## src/rtl/fsup_pkg.sv

```systemverilog
package fsup_pkg;
    typedef enum logic [2:0] {
        ST_RESET = 3'd0,
        ST_STOP  = 3'd1,
        ST_RUN   = 3'd2,
        ST_DISCH = 3'd3,
        ST_TIMER = 3'd4,
        ST_LATCH = 3'd5
    } fsup_state_e;
endpackage

```

## src/rtl/fsup_qual_timer.sv

```systemverilog
module fsup_qual_timer #(
    parameter int LIMIT = 8
) (
    input  logic clk,
    input  logic rst_n,
    input  logic en_i,
    input  logic cond_i,
    output logic hit_o
);
    localparam int W = (LIMIT > 1) ? $clog2(LIMIT) : 1;
    localparam logic [W-1:0] TOP = W'(LIMIT - 1);

    logic [W-1:0] cnt_d, cnt_q;

    always_comb begin
        cnt_d = '0;
        if (en_i && cond_i) begin
            cnt_d = (cnt_q == TOP) ? cnt_q : cnt_q + 1'b1;
        end
    end

    assign hit_o = en_i && cond_i && (cnt_q == TOP);

    always_ff @(posedge clk or negedge rst_n) begin
        if (!rst_n) cnt_q <= '0;
        else        cnt_q <= cnt_d;
    end
endmodule

```

## src/rtl/fsup_cs_short.sv

```systemverilog
module fsup_cs_short #(
    parameter int BLANK_LO_CYCLES = 110,
    parameter int BLANK_HI_CYCLES = 36
) (
    input  logic clk,
    input  logic rst_n,
    input  logic drv_on_i,
    input  logic line_high_i,
    input  logic cs_low_i,
    output logic hit_o
);
    localparam int BMAX = (BLANK_LO_CYCLES > BLANK_HI_CYCLES) ? BLANK_LO_CYCLES : BLANK_HI_CYCLES;
    localparam int W    = $clog2(BMAX + 1);

    logic [W-1:0] cnt_d, cnt_q;
    logic [W-1:0] blank_sel;

    always_comb begin
        blank_sel = line_high_i ? W'(BLANK_HI_CYCLES) : W'(BLANK_LO_CYCLES);
        cnt_d     = '0;
        if (drv_on_i) begin
            cnt_d = (cnt_q == W'(BMAX)) ? cnt_q : cnt_q + 1'b1;
        end
    end

    assign hit_o = drv_on_i && cs_low_i && (cnt_q >= blank_sel);

    always_ff @(posedge clk or negedge rst_n) begin
        if (!rst_n) cnt_q <= '0;
        else        cnt_q <= cnt_d;
    end
endmodule

```

## src/rtl/fsup_fsm.sv

```systemverilog
module fsup_fsm
    import fsup_pkg::*;
#(
    parameter bit LATCHED    = 1'b0,
    parameter int REC_CYCLES = 40_000_000,
    parameter int SS_CYCLES  = 400
) (
    input  logic        clk,
    input  logic        rst_n,
    input  logic        vcc_on_i,
    input  logic        vcc_off_ok_i,
    input  logic        vcc_rst_ok_i,
    input  logic        vcc_ovp_i,
    input  logic        line_ok_i,
    input  logic        tsd_i,
    input  logic        severe_i,
    input  logic        cs_short_i,
    output fsup_state_e state_o,
    output logic        softstart_o
);
    localparam int RW = $clog2(REC_CYCLES + 1);
    localparam int SW = $clog2(SS_CYCLES + 1);

    typedef struct packed {
        fsup_state_e   st;
        logic [RW-1:0] rec;
        logic [SW-1:0] ss;
    } fsm_regs_t;

    fsm_regs_t r_d, r_q;

    always_comb begin
        r_d = r_q;
        if (!vcc_rst_ok_i) begin
            r_d.st = ST_RESET;
        end else begin
            unique case (r_q.st)
                ST_RESET: if (vcc_on_i) r_d.st = ST_STOP;
                ST_STOP: begin
                    if (!vcc_off_ok_i)                            r_d.st = ST_RESET;
                    else if (line_ok_i && !tsd_i && !vcc_ovp_i)   r_d.st = ST_RUN;
                end
                ST_RUN: begin
                    if (!vcc_off_ok_i)                            r_d.st = ST_RESET;
                    else if (severe_i)                            r_d.st = LATCHED ? ST_LATCH : ST_TIMER;
                    else if (vcc_ovp_i)                           r_d.st = ST_TIMER;
                    else if (!line_ok_i || tsd_i || cs_short_i)   r_d.st = ST_DISCH;
                end
                ST_DISCH: if (!vcc_off_ok_i || line_ok_i) r_d.st = ST_RESET;
                ST_TIMER: if ((r_q.rec == RW'(REC_CYCLES)) && vcc_on_i) r_d.st = ST_STOP;
                ST_LATCH: r_d.st = ST_LATCH;
                default:  r_d.st = ST_RESET;
            endcase
        end

        if (r_q.st == ST_TIMER)
            r_d.rec = (r_q.rec == RW'(REC_CYCLES)) ? r_q.rec : r_q.rec + 1'b1;
        else
            r_d.rec = '0;

        if (r_d.st == ST_RUN && r_q.st != ST_RUN)
            r_d.ss = SW'(SS_CYCLES);
        else if (r_q.st == ST_RUN && r_q.ss != '0)
            r_d.ss = r_q.ss - 1'b1;
        else if (r_q.st != ST_RUN)
            r_d.ss = '0;
    end

    always_ff @(posedge clk or negedge rst_n) begin
        if (!rst_n) r_q <= '{st: ST_RESET, rec: '0, ss: '0};
        else        r_q <= r_d;
    end

    assign state_o     = r_q.st;
    assign softstart_o = (r_q.st == ST_RUN) && (r_q.ss != '0);
endmodule

```

## src/rtl/flyback_fault_supervisor.sv

```systemverilog
module flyback_fault_supervisor
    import fsup_pkg::*;
#(
    parameter bit LATCHED         = 1'b0,
    parameter int AUX_CYCLES      = 900_000,
    parameter int REC_CYCLES      = 40_000_000,
    parameter int SS_CYCLES       = 400,
    parameter int BLANK_LO_CYCLES = 110,
    parameter int BLANK_HI_CYCLES = 36
) (
    input  logic       clk,
    input  logic       rst_n,
    input  logic       vcc_on_i,
    input  logic       vcc_off_ok_i,
    input  logic       vcc_rst_ok_i,
    input  logic       vcc_ovp_i,
    input  logic       line_ok_i,
    input  logic       tsd_i,
    input  logic       cs_low_i,
    input  logic       wod_i,
    input  logic       leb_i,
    input  logic       drv_on_i,
    input  logic       line_high_i,
    input  logic       zcd_short_i,
    output logic       run_en_o,
    output logic       startup_low_o,
    output logic       softstart_o,
    output logic [2:0] state_o
);
    fsup_state_e st;
    logic aux_hit, cs_hit, wod_hit, in_run;

    assign in_run  = (st == ST_RUN);
    assign wod_hit = wod_i && leb_i;

    fsup_qual_timer #(.LIMIT(AUX_CYCLES)) u_aux (
        .clk(clk), .rst_n(rst_n), .en_i(in_run), .cond_i(zcd_short_i), .hit_o(aux_hit)
    );

    fsup_cs_short #(.BLANK_LO_CYCLES(BLANK_LO_CYCLES), .BLANK_HI_CYCLES(BLANK_HI_CYCLES)) u_cs (
        .clk(clk), .rst_n(rst_n), .drv_on_i(drv_on_i), .line_high_i(line_high_i),
        .cs_low_i(cs_low_i), .hit_o(cs_hit)
    );

    fsup_fsm #(.LATCHED(LATCHED), .REC_CYCLES(REC_CYCLES), .SS_CYCLES(SS_CYCLES)) u_fsm (
        .clk(clk), .rst_n(rst_n),
        .vcc_on_i(vcc_on_i), .vcc_off_ok_i(vcc_off_ok_i), .vcc_rst_ok_i(vcc_rst_ok_i),
        .vcc_ovp_i(vcc_ovp_i), .line_ok_i(line_ok_i), .tsd_i(tsd_i),
        .severe_i(aux_hit || wod_hit), .cs_short_i(cs_hit),
        .state_o(st), .softstart_o(softstart_o)
    );

    assign run_en_o      = in_run && !wod_hit;
    assign startup_low_o = (st == ST_RESET);
    assign state_o       = st;
endmodule

```

## config.mk

```make
export PLATFORM = sky130hd
export DESIGN_NAME = flyback_fault_supervisor
export DESIGN_NICKNAME = d
export VERILOG_FILES = /design/src/rtl/fsup_pkg.sv /design/src/rtl/fsup_qual_timer.sv /design/src/rtl/fsup_cs_short.sv /design/src/rtl/fsup_fsm.sv /design/src/rtl/flyback_fault_supervisor.sv
export SDC_FILE = /design/constraint.sdc
export NUM_CORES = 1
export LEC_CHECK = 0
export BUFFER_PORTS_ARGS = -buffer_cell sky130_fd_sc_hd__buf_2
export CORE_MARGIN = 3
export CORE_UTILIZATION = 53
export DETAILED_ROUTE_END_ITERATION = 16
export PLACE_DENSITY = 0.8
export SYNTH_ARGS = -nofsm -noshare
export SYNTH_HDL_FRONTEND = slang
export SYNTH_SLANG_ARGS = --single-unit
```

## constraint.sdc

```tcl
create_clock -name clk -period 5.7 [get_ports clk]
set_clock_uncertainty 0.2 [all_clocks]
set_input_delay 0 -clock clk [delete_from_list [all_inputs] [get_ports clk]]
set_output_delay 0 -clock clk [all_outputs]
set_load 0.05 [all_outputs]
```

# == Word-level counts from Yosys, hierarchy flattened ==
# Index checks and enable logic that the tools add are counted.
# W data, S select, Z words.
# word_totals
register_bits,65
out_inout_bits,6
wordCells,67
# classes
n_eq_ne,13
n_reduce_logical,23
magnitude_cmp,1
add_sub_neg,4
muxes,21
# op_table
cell,count
$mux W26,2
$mux W20,2
$mux W3,10
$mux W9,3
$add A26 B1 Y26 const B,1
$eq A26 B26 Y1 const B,1
$mux W7,3
$add A20 B1 Y20 const B,1
$eq A20 B20 Y1 const B,1
$pmux W3 S6,1
$logic_and A1 B1 Y1,11
$eq A3 B2 Y1 const B,3
$reduce_bool A9 Y1,1
$sub A9 B1 Y9 const B,1
$add A7 B1 Y7 const B,1
$eq A7 B7 Y1 const B,1
$ge A7 B7 Y1,1
$eq A3 B3 Y1 const B,2
$ne A2 B2 Y1 const B,3
$logic_not A1 Y1,5
$logic_or A1 B1 Y1,4
$eq A3 B1 Y1 const B,1
$logic_not A3 Y1,1
$ne A3 B2 Y1 const B,1
$reduce_bool A3 Y1,1

# == Logic depth before layout (Yosys ltp) ==
# Gate-level depths: netlist of run 1.
# logic_depth
depth_word,13
ltp_mapped,8
mapped_depth_nobuf,7

# == Hierarchy ==
# A second synthesis of run 1 with hierarchy kept.
# hier_totals
cells_unflattened,411
hier_area_um2,3769.9
# modules_own_cells
mod,cells_each,seq_area_each_um2,area_per_inst_um2,instances
fsup_fsm,239,950.9,2184.6,1
fsup_qual_timer,121,500.5,1096.1,1
fsup_cs_short,47,175.2,456.7,1
flyback_fault_supervisor,4,0.0,32.5,1

# == Least setup slack after synthesis of run 1 ==
# No wires, ideal clock.
# synth_path
path_type,reg2reg
startpoint,register u_fsm.r_q[0] in the netlist's numbering
endpoint,register u_fsm.r_q[6] in the netlist's numbering
slack_ps,3638
n_path_buf,0
required_ps,5427
arrival_time_ps,1789
stages_incl_launch_ff,7
synth_period_minus_slack_ps,2062
cell_sequence,dfrtp_1 > inv_1 > ha_1 > or4b_4 > or2_0 > or3_1 > a21oi_2
# synth_via
elab_chain_cells,4
# synth_lines
item,line_no,rtl
start: declaration,fsup_fsm.sv:30,"fsm_regs_t r_d, r_q;"
start signal: assignment,fsup_fsm.sv:70,"if (!rst_n) r_q <= '{st: ST_RESET, rec: '0, ss: '0};"
start signal: assignment,fsup_fsm.sv:71,else r_q <= r_d;
"parallel branches: the longest is 4 deep, another holds $sub A9 B1 Y9",n/a,
# Parallel ways; which one is timed is not known.
# A chain may end at the register's enable or synchronous reset.

==> impl_metrics.yaml, run 1 <==
cells_and_area:
  final_layout_size_suffix_gt1_share_pct: 13.1
  area_growth_pct: 11.7
  diodes: 0
  n_fill_cell: 523
  fin_util_pct: 62.3
  nets: 429
yosys:
  synth_common_cells: "dfrtp_1 (65), nor2_1 (45), nand2_1 (24), xnor2_1 (23), nand3_1 (22)"
  synthesis.nets: 400
  yosysTopAreaCellShare_pct: 45.2
  synthArstFlopShare_pct: 100
  synth_cell_type_count: 52
  synth.largest_area_cell: "dfrtp_1"
  synthCells: 377
  synth.avg_cell_area_um2: 9.55
  ys_seq_area_share_pct: 45.2
  yosys_warnings: 0
  yosysMostFrequentCell: "dfrtp_1"
  synth_edf_count: 0
  synth_ff_type: "dfrtp_1"
  ys_ff_latch: 65
  ys_top_cells_by_area: "dfrtp_1 (45%), xnor2_1 (5.6%), nor2_1 (4.7%), xor2_1 (4.6%), ha_1 (3.1%)"
  synth_area_mm2: 0.00360
flow_run:
  drv_cap: 0
timing:
  rsz0062_at_grt: "no"
  report.final.setup_viol: 0
  hold_ws_ns: 0.0475
  tightest_slew_ns: 1.01
  fin_crit_ns: 3.13
  final_hold_viol_count: 0
  clock.fmax_ghz: 0.320
  period_share_pct: 54.9
  slew_headroom_pct: 32.6
  drv_slew: 0
  tns_ns: 0
global_route:
  antenna_found_initial: 0
  grt_pass1_wl_um: 12500
  first_global_vias: 2752
  grt_start_max_net_pins: 66
  overflow: 0
  grt_usage_pct: 20.2
clock_tree:
  clock-sinks: 65
  insertion_delay_ns: 0.33
  cts_buffer_depth: 2
  clkTransAtPathRegs_ns: 0.07
  htreeDepth: 3
  ctsResizeCount: 0
  cts_tree: "done"
  cts_root_buf: "clkbuf_8"
  cts_buffers: 9
power:
  p_per_area_mw_per_mm2: 217
  p_leak_nw: 1.71
  ir_worst_vdd_mv: 0.149
  power.total_mw: 0.874
setup_path:
  critPathArrivalTime_ns: 3.20
  cpMaxStageDelayCell: "dlygate4sd3_1"
  path_cells: "nor4_1, nand4_1, nor3_2, nand4bb_1, dlygate4sd3_1, o211ai_1, dlygate4sd3_1"
  cp.depth: 7
  path_class: "reg -> reg"
  critPathLaunchType: "register"
  cp_common_cell: "dlygate4sd3_1"
  crit_required_ns: 5.78
  cpPeakStageDelay_ns: 0.60
  cpLargestDelayFamily: "simple AND/OR/NAND/NOR gates"
  cp_num_buf_inv: 2
  cp-end-kind: "register"
  r2r_cells: 7
  cp_max_fo: 5
detailed_routing:
  via_count: 2780
  first_iter_violations: 124
  vias_per_cell: 5.70
  drc: 0
  first_pass_iters: 4
  drt-wirelength-per-cell_um: 14.7
  wl_um: 7160
  antenna_left: 0
worst_hold_path:
  worstHoldPathType: "in -> reg"
  hold_depth: 5
placement:
  port_buffers: 19
  gp_congestion: 0.890
  dpl.hpwl_um: 4800
die:
  die_h_um: 88.4
  ios: 20
  die_w_um: 88.4
  coreArea_mm2: 0.00646
  start_util_pct: 55.8
  fp.dieArea_mm2: 0.00782
  core.rowCount: 29
status:
  status: "finished clean"
path summary, 6_finish.rpt:
kind	endpoint	from	slack (ns)
setup reg to reg	u_fsm.state_o[0]$_DFF_PN0_	u_fsm.r_q[13]$_DFFE_PN0P_	2.57
setup / recovery	u_fsm.state_o[0]$_DFF_PN0_	u_fsm.r_q[13]$_DFFE_PN0P_	2.57
min in group asynchronous	u_aux.cnt_q[4]$_DFFE_PN0P_	rst_n	0.17
hold / removal	u_fsm.r_q[8]$_DFFE_PN0P_	line_ok_i	0.05
max in group asynchronous	u_fsm.r_q[24]$_DFFE_PN0P_	rst_n	4.62
hold reg to reg	u_fsm.r_q[34]$_DFFE_PN0P_	u_fsm.r_q[34]$_DFFE_PN0P_	0.35
per-stage QoR:
stage,instances,setup WS (ns),area (µm²)
after floorplan,377,3.64,3600
after global placement,461,3.47,3730
after detailed placement,461,3.29,3730
after CTS,488,2.58,4020
after global routing,488,2.42,4020
final,488,2.57,4020
what timing repair did:
action / in CTS / in global routing
hold buffers: 11 / 0
setup buffers: 0 / 0
hold endpoints to repair: 80 / 0
routing by layer:
layer	GRT usage, %	up-vias	routed length (µm)
met1	26.6	1331	3410
met5	0	-	0
met4	8.52	0	104
met3	3.63	10	233
met2	33.0	60	3410
li1	-	1379	-
sequential cells by signal, indices dropped and copies added (netlist names):
name / flops
u_fsm.state_o: 3
u_cs.cnt_q: 7
u_fsm.r_q: 35
u_aux.cnt_q: 20
worst reg2reg max path: stages, from the launching register on:
cell,delay [ns]
dfrtp_1,0.44
nor4_1,0.40
nand4_1,0.21
nor3_2,0.43
nand4bb_1,0.17
dlygate4sd3_1,0.60
o211ai_1,0.07
dlygate4sd3_1,0.56
layout by cell type (no fill, tap or decap), drive strengths merged, types with 2 or more instances in the layout:
master and n:
dfrtp 65, nor2 45, nand2 24, xnor2 23
nand3 23, buf 20, xor2 19, a21oi 18
o21ai 15, nor3 15, or3 14, inv 13
nand4 13, and3 12, clkbuf 12, dlygate4sd3 11
ha 9, nor4 9, and2 6, nand2b 5
and4 5, a31oi 4, or3b 3, nor4b 3
mux2i 3, clkinvlp 3, o211a 2, o211ai 2
or2 2
power by group:
part           leakage [nW]  total [mW]  internal (mW)  switching [mW]
sequential            0.905       0.468          0.463         0.00435
combinational         0.720      0.0436         0.0163          0.0273
clock                0.0846       0.363          0.181           0.182
total                  1.71       0.874          0.661           0.213
cells by family (layout without fill, tap and decap cells):
group / after synthesis / count (layout) / share of synthesized area, %
buffers and inverters: 26 / 60 / 3.27
muxes: 3 / 3 / 0.834
xor gates and xnor gates: 42 / 42 / 10.2
AOI/OAI and AO/OA: 45 / 45 / 7.26
and+or+nand+nor: 187 / 187 / 30.1
DFF: 65 / 65 / 45.2
adders and majority gates: 9 / 9 / 3.13
final cells by class:
| class | count | area, µm² | share of cell area (%) |
|---|---|---|---|
| multi-input cells | 286 | 1860 | 46.1 |
| flip-flops and latches | 65 | 1630 | 40.4 |
| repair buffers | 31 | 213 | 5.29 |
| clock buffers | 12 | 155 | 3.86 |
| well taps | 77 | 96.3 | 2.39 |
| inverters | 13 | 48.8 | 1.21 |
| clock inverters | 4 | 27.5 | 0.684 |
Note: power is estimated with default switching activity, not from simulation.
==> run 2, diff against run 1 <==
--- a/config.mk
+++ b/config.mk
@@ -9,7 +9,7 @@
 export CORE_MARGIN = 3
 export CORE_UTILIZATION = 53
 export DETAILED_ROUTE_END_ITERATION = 16
-export PLACE_DENSITY = 0.8
+export PLACE_DENSITY = 0.82
 export SYNTH_ARGS = -nofsm -noshare
 export SYNTH_HDL_FRONTEND = slang
 export SYNTH_SLANG_ARGS = --single-unit
==> constraint.sdc (replaced) <==
create_clock -name clk -period 2.8 [get_ports clk]
set_clock_uncertainty 0.2 [all_clocks]
set_input_delay 0 -clock clk [delete_from_list [all_inputs] [get_ports clk]]
set_output_delay 0 -clock clk [all_outputs]
set_load 0.05 [all_outputs]
==> run 2 against run 1 <==
Net effect:
- core utilization increased by 1.2 points
- via count increased by 4.5%
- sequential power increased by 100%
- global-route usage increased by 2.1 points
- non-clock buffer count increased by 6
- register-to-register slack got worse by 2.4 ns
- critical endpoint is now u_fsm.state_o[2]$_DFF_PN0_
- largest cell class unchanged
==> impl_metrics.yaml, run 2 (synthesized netlist as in run 1, its figures left out) <==
detailed_routing:
  first_iter_violations: 191
  wl_met1_um: 3260
  drt-wirelength-per-cell_um: 15.3
  vias_per_cell: 5.88
  wl_met3_um: 364
  via_count: 2904
  drc: 0
  antenna_left: 0
  wl_um: 7560
  dr.max_layer_used: "met4"
  first_pass_iters: 4
  routed-wl-met2_um: 3760
global_route:
  first_global_vias: 2900
  antenna_found_initial: 0
  overflow: 0
  grt_start_max_net_pins: 66
  grt_pass1_wl_um: 13600
  grt_usage_pct: 22.3
timing:
  period_share_pct: 93.8
  report.final.setup_viol: 0
  final_hold_viol_count: 0
  tightest_slew_ns: 0.805
  rsz0062_at_grt: "no"
  drv_slew: 0
  slew_headroom_pct: 46.3
  tns_ns: 0
  clock.fmax_ghz: 0.381
  fin_crit_ns: 2.63
  worst_slack_ns: 0.173
cells_and_area:
  layout_common_cells: "dfrtp_1 (65), nor2_1 (45), nand2_1 (24), xnor2_1 (23), nand3_1 (22)"
  final_common_cell: "dfrtp_1"
  diodes: 0
  largestRegisters: "u_fsm.r_q: 35 flops, u_aux.cnt_q: 20 flops, u_cs.cnt_q: 7 flops"
  final_layout_size_suffix_gt1_share_pct: 13.4
  top_register: "u_fsm.r_q"
  area_growth_pct: 13.8
  nets: 435
  fin_area_mm2: 0.00410
  largest_reg_flops: 35
setup_path:
  cp_max_fo: 6
  cp-endpoint: "u_fsm.state_o[2]$_DFF_PN0_"
  worstSetupStartpoint: "u_aux.cnt_q[5]$_DFFE_PN0P_"
  rrSetupSlack_ns: 0.17
  critPathArrivalTime_ns: 2.71
  r2r_end: "u_fsm.state_o[2]$_DFF_PN0_"
  path_class: "reg -> reg"
  cp-end-kind: "register"
  crit_required_ns: 2.88
  critPathLaunchType: "register"
  rr_startpoint: "u_aux.cnt_q[5]$_DFFE_PN0P_"
  r2r_cells: 6
clock_tree:
  cts_setup_buffers: 0
  clock-sinks: 65
  cts_tree: "done"
  insertion_delay_ns: 0.35
  cts_buffers: 9
  clkTransAtPathRegs_ns: 0.08
  cts_buffer_depth: 2
  htreeDepth: 3
  cts_root_buf: "clkbuf_8"
die:
  start_util_pct: 55.8
  coreArea_mm2: 0.00646
  core.rowCount: 29
  die_h_um: 88.4
  ios: 20
  die_w_um: 88.4
  fp.dieArea_mm2: 0.00782
placement:
  dpl.hpwl_um: 4830
  gp_congestion: 0.907
  port_buffers: 19
  dpl-instance-area_mm2: 0.00375
  post-place-ws_ns: 0.586
power:
  ir_worst_vdd_mv: 0.306
  p_leak_nw: 1.75
  p_per_area_mw_per_mm2: 451
status:
  status: "finished clean"
worst_hold_path:
  worstHoldPathType: "in -> out"
flow_run:
  drv_cap: 0
==> run 2: cell types whose count changed in the layout (fill, tap and decap cells not counted), sizes merged <==
cell	previous run	this run
dlygate4sd3	11	15
bufinv	0	1
buf	20	22
clkinv	1	3
clkinvlp	3	0
==> run 2: worst min-delay path by stage <==
stage / from / to / cells after the start
3_5_place_dp: rst_n / u_fsm.r_q[6]$_DFFE_PN0P_ / 2
6_report: wod_i / run_en_o / 3
2_1_floorplan: rst_n / u_aux.cnt_q[0]$_DFFE_PN0P_ / 0
4_1_cts: wod_i / run_en_o / 3
3_3_place_gp: rst_n / u_fsm.r_q[5]$_DFFE_PN0P_ / 2
5_1_grt: wod_i / run_en_o / 3
==> run 2: worst max-delay path: stages, from the launching register on <==
cell and delay [ns]:
dfrtp_1 0.43, or2_2 0.31, nor4_1 0.32, nand3_1 0.26, o21ai_1 0.31, a21o_1 0.18
dlygate4sd3_1 0.56
==> run 2: per-layer routing <==
layer  vias to the layer above  GRT usage (%)
met4                         0           8.93
met3                        17           6.98
met5                         -              0
met1                      1413           26.9
li1                       1401              -
met2                        73           37.1
==> run 2: repair_timing <==
| item | in CTS | in global routing |
|---|---|---|
| hold endpoints to repair | 98 | 0 |
| gates resized for setup | 0 | 1 |
| endpoints found under the setup margin | 0 | 2 |
| hold buffers | 15 | 0 |
==> run 2: cell type report <==
cell class                 count  area, µm²
clock inverter                 4       52.6
clock buffer                  12        145
tap                           77       96.3
inverter                      13       48.8
timing repair buffer          37        268
multi-input combinational    286       1860
sequential                    65       1630
fill                         500       2360
==> run 2: where the power goes <==
part,internal [mW],total [mW],switching (mW),leakage (nW)
registers,0.944,0.953,0.00947,0.905
clock network,0.438,0.799,0.362,0.101
logic,0.0377,0.0971,0.0595,0.740
==> run 2: stage by stage <==
step           std cells  hold slack (ns)  total power [mW]  utilization, %
6_report             494            0.173              1.85            63.5
2_1_floorplan        377           -0.496              1.01               -
3_3_place_gp         463           0.0209              1.05            58.0
5_1_grt              494            0.202              1.93            63.5
3_5_place_dp         463           0.0248              1.05            58.0
4_1_cts              494            0.148              1.86            63.4
